## src/rtl/irq_vector_pkg.sv

```systemverilog
package irq_vector_pkg;

    // Word index of each register (byte offset >> 2)
    typedef enum logic [2:0] {
        SEL_STATUS  = 3'd0,
        SEL_PENDING = 3'd1,
        SEL_ENABLE  = 3'd2,
        SEL_ACK     = 3'd3,
        SEL_EN_SET  = 3'd4,
        SEL_EN_CLR  = 3'd5,
        SEL_VECTOR  = 3'd6,
        SEL_CTRL    = 3'd7
    } reg_sel_e;

    typedef enum logic {
        LINE_IDLE   = 1'b0,
        LINE_ACTIVE = 1'b1
    } line_state_e;

    localparam int unsigned WORD_W = 32;
    localparam logic [WORD_W-1:0] NO_VECTOR = '1;

endpackage

```

## src/rtl/irq_src_bank.sv

```systemverilog
module irq_src_bank #(
    parameter int unsigned          NUM_SRC   = 32,
    parameter logic [31:0]          KIND_MASK = 32'h0
) (
    input  logic               clk,
    input  logic               rst_n,
    input  logic [NUM_SRC-1:0] req_i,
    input  logic [NUM_SRC-1:0] ack_i,
    output logic [NUM_SRC-1:0] stat_o
);

    for (genvar i = 0; i < NUM_SRC; i++) begin : g_src
        logic stat_q;
        if (KIND_MASK[i]) begin : g_edge
            // Edge kind: latch on a rising edge; a new edge beats an acknowledge.
            logic req_q;
            always_ff @(posedge clk or negedge rst_n) begin
                if (!rst_n) begin
                    req_q  <= 1'b0;
                    stat_q <= 1'b0;
                end else begin
                    req_q  <= req_i[i];
                    stat_q <= (req_i[i] & ~req_q) | (stat_q & ~ack_i[i]);
                end
            end
        end else begin : g_level
            // Level kind: an acknowledge clears the bit for one cycle; a still-high line relatches it.
            always_ff @(posedge clk or negedge rst_n) begin
                if (!rst_n) begin
                    stat_q <= 1'b0;
                end else if (ack_i[i]) begin
                    stat_q <= 1'b0;
                end else begin
                    stat_q <= stat_q | req_i[i];
                end
            end
        end
        assign stat_o[i] = stat_q;
    end

endmodule

```

## src/rtl/irq_prio_pick.sv

```systemverilog
module irq_prio_pick #(
    parameter int unsigned NUM_SRC = 32,
    localparam int unsigned IDX_W  = (NUM_SRC > 1) ? $clog2(NUM_SRC) : 1
) (
    input  logic [NUM_SRC-1:0] pend_i,
    output logic               any_o,
    output logic [IDX_W-1:0]   idx_o
);

    // Scan from the top down so the lowest-numbered pending line wins.
    always_comb begin
        any_o = 1'b0;
        idx_o = '0;
        for (int i = NUM_SRC - 1; i >= 0; i--) begin
            if (pend_i[i]) begin
                any_o = 1'b1;
                idx_o = IDX_W'(i);
            end
        end
    end

endmodule

```

## src/rtl/irq_line_fsm.sv

```systemverilog
module irq_line_fsm
    import irq_vector_pkg::*;
(
    input  logic clk,
    input  logic rst_n,
    input  logic req_i,
    output logic irq_o
);

    line_state_e state_q, state_d;

    always_ff @(posedge clk or negedge rst_n) begin
        if (!rst_n) state_q <= LINE_IDLE;
        else        state_q <= state_d;
    end

    always_comb begin
        state_d = state_q;
        unique case (state_q)
            LINE_IDLE:   if (req_i)  state_d = LINE_ACTIVE;
            LINE_ACTIVE: if (!req_i) state_d = LINE_IDLE;
            default:                 state_d = LINE_IDLE;
        endcase
    end

    always_comb begin
        irq_o = 1'b0;
        unique case (state_q)
            LINE_IDLE:   irq_o = 1'b0;
            LINE_ACTIVE: irq_o = 1'b1;
            default:     irq_o = 1'b0;
        endcase
    end

endmodule

```

## src/rtl/irq_vector_ctrl.sv

```systemverilog
module irq_vector_ctrl
    import irq_vector_pkg::*;
#(
    parameter int unsigned NUM_SRC   = 32,
    parameter logic [31:0] KIND_MASK = 32'hFFFF_0000
) (
    input  logic               clk,
    input  logic               rst_n,
    input  logic [NUM_SRC-1:0] irq_in,
    input  logic [4:0]         reg_addr,
    input  logic               reg_wr,
    input  logic [31:0]        reg_wdata,
    output logic [31:0]        reg_rdata,
    output logic               irq_out
);

    localparam int unsigned IDX_W = (NUM_SRC > 1) ? $clog2(NUM_SRC) : 1;

    reg_sel_e            sel;
    logic                aligned;
    logic                wr_ok;
    logic [NUM_SRC-1:0]  ack_w;
    logic [NUM_SRC-1:0]  stat_w;
    logic [NUM_SRC-1:0]  en_q;
    logic [1:0]          mstr_q;
    logic [NUM_SRC-1:0]  pend_w;
    logic                any_w;
    logic [IDX_W-1:0]    idx_w;
    logic [31:0]         vec_w;
    logic                line_req;

    assign sel     = reg_sel_e'(reg_addr[4:2]);
    assign aligned = (reg_addr[1:0] == 2'b00);
    assign wr_ok   = reg_wr & aligned;
    assign ack_w   = (wr_ok && sel == SEL_ACK) ? reg_wdata[NUM_SRC-1:0] : '0;

    irq_src_bank #(
        .NUM_SRC   (NUM_SRC),
        .KIND_MASK (KIND_MASK)
    ) u_bank (
        .clk    (clk),
        .rst_n  (rst_n),
        .req_i  (irq_in),
        .ack_i  (ack_w),
        .stat_o (stat_w)
    );

    // Enable and control registers
    always_ff @(posedge clk or negedge rst_n) begin
        if (!rst_n) begin
            en_q   <= '0;
            mstr_q <= 2'b00;
        end else if (wr_ok) begin
            unique case (sel)
                SEL_ENABLE: en_q   <= reg_wdata[NUM_SRC-1:0];
                SEL_EN_SET: en_q   <= en_q | reg_wdata[NUM_SRC-1:0];
                SEL_EN_CLR: en_q   <= en_q & ~reg_wdata[NUM_SRC-1:0];
                SEL_CTRL:   mstr_q <= reg_wdata[1:0];
                default:    ;
            endcase
        end
    end

    assign pend_w = stat_w & en_q;

    irq_prio_pick #(
        .NUM_SRC (NUM_SRC)
    ) u_pick (
        .pend_i (pend_w),
        .any_o  (any_w),
        .idx_o  (idx_w)
    );

    assign vec_w    = any_w ? 32'(idx_w) : NO_VECTOR;
    assign line_req = any_w & mstr_q[0] & mstr_q[1];

    irq_line_fsm u_line (
        .clk   (clk),
        .rst_n (rst_n),
        .req_i (line_req),
        .irq_o (irq_out)
    );

    // Read mux
    always_comb begin
        reg_rdata = '0;
        if (aligned) begin
            unique case (sel)
                SEL_STATUS:  reg_rdata = 32'(stat_w);
                SEL_PENDING: reg_rdata = 32'(pend_w);
                SEL_ENABLE:  reg_rdata = 32'(en_q);
                SEL_VECTOR:  reg_rdata = vec_w;
                SEL_CTRL:    reg_rdata = {30'd0, mstr_q};
                default:     reg_rdata = '0;
            endcase
        end
    end

endmodule

```

## config.mk

```make
export PLATFORM = sky130hd
export DESIGN_NAME = irq_vector_ctrl
export DESIGN_NICKNAME = d
export VERILOG_FILES = /design/src/rtl/irq_vector_pkg.sv /design/src/rtl/irq_src_bank.sv /design/src/rtl/irq_prio_pick.sv /design/src/rtl/irq_line_fsm.sv /design/src/rtl/irq_vector_ctrl.sv
export SDC_FILE = /design/constraint.sdc
export NUM_CORES = 1
export LEC_CHECK = 0
export BUFFER_PORTS_ARGS = -buffer_cell sky130_fd_sc_hd__buf_2
export CORE_ASPECT_RATIO = 0.9
export CORE_MARGIN = 4
export CORE_UTILIZATION = 30
export CTS_CLUSTER_DIAMETER = 150
export DETAILED_ROUTE_END_ITERATION = 12
export GPL_TIMING_DRIVEN = 0
export MAX_ROUTING_LAYER = met4
export PLACE_DENSITY = 0.47
export SYNTH_ARGS = -nofsm -noshare
export SYNTH_HDL_FRONTEND = slang
export SYNTH_SLANG_ARGS = --single-unit
```

## constraint.sdc

```tcl
create_clock -name clk -period 2.3 [get_ports clk]
set_input_delay 0.46 -clock clk [delete_from_list [all_inputs] [get_ports clk]]
set_output_delay 0.46 -clock clk [all_outputs]
set_load 0.03 [all_outputs]
```

==> metrics.yaml <==
floorplanning:
  die_h_um: 127
  fp.coreArea_um2: 15400
  die_w_um: 140
  rows: 43
  die-area_um2: 17700
  start_util_pct: 30.6
  io_pins: 105
yosys:
  synth_seq_cells: 83
  postSynthCellCount: 560
  netlist_area_um2: 4700
  synth-edff-count: 0
  ys_warn_count: 0
  synth_area_per_cell_um2: 8.40
  yosysSeqAreaShare_pct: 44.2
  synth_nets: 632
  yosysUniqueCellTypes: 45
  synthArstFlopShare_pct: 100
  ys.flop_type: "dfrtp_1"
timing:
  setup_slack_ns: -0.512
  hold_slack_ns: 0.0679
  fin_crit_ns: 2.81
  relSlewSlack_pct: 50.1
  finClkSkew_ns: 0.00673
  min_period_over_period_pct: 122
  tightestPinTransition_ns: 0.742
  rsz0062_at_grt: "true"
  setup_viol: 32
  slew_viol_final: 0
  max_freq_mhz: 356
  finalHoldViolations: 0
grt:
  grt_pass1_wl_um: 25700
  grt_max_degree: 52
  antenna_found_initial: 0
  grt_pass1_vias: 4674
  gr-total-overflow: 0
  globalRouteTotalUtil_pct: 18.8
clock_tree:
  path_clk_slew_ns: 0.06
  clock_path_buffers: 2
  root_buffer: "clkbuf_16"
  clock_sinks: 83
  clkLatencyLatePin_ns: 0.36
  holdBufCountCts: 0
  cts_made_buffers: 9
  cts_tree: "built"
  htreeDepth: 3
finish:
  syn2layout_area_growth_pct: 34.9
  drive_above_1_share_pct: 29.2
  nets: 766
  fillers: 1612
  stdcell_count: 901
  antennaDiodeCount: 0
placed_design:
  dp.cells: 867
  hpwl_um: 11600
  globalplace.congestion: 0.926
  port_buffers: 104
critical_path:
  critPathRequiredTime_ns: 1.84
  path_max_fanout: 4
  endpoint_kind: "output port"
  cp-start-kind: "register"
  crit_type: "reg2out"
  crit_arrival_ns: 2.35
route:
  drtIter0Drc: 356
  firstDrtPassIters: 8
  via_count: 4723
  drc: 0
  routed_wirelength_um: 16300
  wire_per_inst_um: 18.1
  avgViaCountPerCell: 5.24
  postRouteAntennaNets: 0
pwr:
  finalPower_mw: 4.34
  p_per_area_nw_per_um2: 684
  p_leak_nw: 2.76
  peakVddDrop_mv: 0.376
flow_run:
  cap_violations: 0
hold_path:
  min-delay-path-class: "in2async"
status:
  failed_checks: "negative setup slack"
  status: "finished, violations left"
[path summary, 6_finish.rpt]
check                                              start                             to  slack, ns  cells after the start
setup / recovery                                 en_q[9]                   reg_rdata[0]      -0.51                      7
hold / removal                                     rst_n         u_bank.g_src[3].stat_q       0.07                      1
setup reg to reg                                 en_q[9]                 u_line.state_q       0.37                      7
hold reg to reg            u_bank.g_src[16].g_edge.req_q        u_bank.g_src[16].stat_q       0.41                      1
max in group asynchronous                          rst_n        u_bank.g_src[23].stat_q       1.59                      2
min in group clk                              irq_in[17]  u_bank.g_src[17].g_edge.req_q       0.22                      1
[repair_timing]
action | 4_1_cts | 5_1_grt
setup endpoints to repair | 32 | 36
endpoints found under the hold margin | 0 | 0
resized for setup | 24 | 123
gates cloned | 0 | 1
pin swaps | 9 | 16
buffers inserted | 15 | 2
[routing by layer]
layer | share of wire [%] | up-vias | GRT usage, %
met3 | 6.9 | 18 | 3.96
met1 | 43 | 2274 | 24.6
met2 | 48 | 176 | 29.6
met5 | 0 | - | -
li1 | - | 2255 | -
met4 | 1.3 | 0 | 5.58
[Yosys cell counts, types with 2 or more instances]
library cell,count,area [µm²]
a222oi_1,2,20.0
and2_1,4,25.0
inv_1,21,78.8
nand4_1,2,12.5
or3_1,2,12.5
and2b_1,3,22.5
a221oi_1,3,26.3
dfrtp_1,83,2080
o21ai_0,87,435
a21oi_1,67,335
a22o_1,29,254
a22oi_1,8,60.1
a32oi_1,3,26.3
nor2b_1,32,200
nand3_1,6,30.0
o211ai_1,2,15.0
o21a_1,29,218
a21o_1,2,15.0
o2111ai_1,2,17.5
nand2b_1,4,25.0
clkbuf_1,25,93.8
buf_2,4,20.0
buf_4,3,22.5
nor2_1,24,90.1
nand2_1,93,349
[placed cells by master (no fill, tap or decap), types with 4 or more instances in the layout]
cell	synthesis	layout
a21oi_1	67	66
nor2b_1	32	31
nand3_1	6	5
buf_4	3	18
a22oi_2	1	4
inv_1	21	21
buf_2	4	75
clkbuf_2	0	7
o21a_4	0	10
a22o_1	29	27
buf_6	0	33
a22oi_1	8	5
nand2_1	93	93
o21a_2	0	9
dfrtp_2	0	7
o21a_1	29	10
nor2_1	24	23
clkbuf_1	25	18
dfrtp_1	83	76
o21ai_0	87	84
clkbuf_16	0	9
[critical path, cell delays in order (launching register included)]
cell     delay (ns)
dfrtp_1        0.43
a22o_4         0.29
nor4_4         0.32
nand2_1        0.10
or3_4          0.35
and3_4         0.19
a21oi_4        0.16
buf_6          0.15
[layout make-up]
type                       instances  area (µm²)  share of cell area, %
multi-input combinational        424        2580                   40.7
timing repair buffer             123         903                   14.2
tap                              202         253                   3.99
sequential                        83        2090                   32.9
inverter                          21        78.8                   1.24
clock inverter                     6        41.3                  0.651
buffer                            32         159                   2.51
clock buffer                      10         239                   3.77
[state kept, by name, summed over array words and instances (netlist names)]
name	cells
en_q	32
u_bank.g_src.g_edge.req_q	16
u_bank.g_src.stat_q	32
mstr_q	2
u_line.state_q	1
[cell families (layout without fill, tap and decap cells)]
logic type | count (synthesis) | count (layout) | share of synthesized area, %
AOI/OAI and AO/OA | 247 | 247 | 33.1
muxes | 1 | 1 | 0.239
and+or+nand+nor | 176 | 176 | 17.9
DFF | 83 | 83 | 44.2
buffers and inverters | 53 | 192 | 4.58
[where the power goes]
part           switching [mW]  internal [mW]  total [mW]
registers               0.191           1.63        1.82
clock network           0.637          0.759        1.40
logic                   0.606          0.515        1.12
total                    1.43           2.91        4.34
[through the flow]
stage	utilization (%)	worst slack (ns)	TNS (ns)	area (µm²)
final	41.2	-0.512	-12.26	6340
after global routing	41.2	-0.586	-15.17	6340
after CTS	39.0	-0.491	-14.15	6000
after detailed placement	36.0	-0.615	-21.07	5540
after global placement	35.8	-0.605	-23.20	5510
after floorplan	-	0.00122	0	4740
Power figures use the tool's default switching activity.
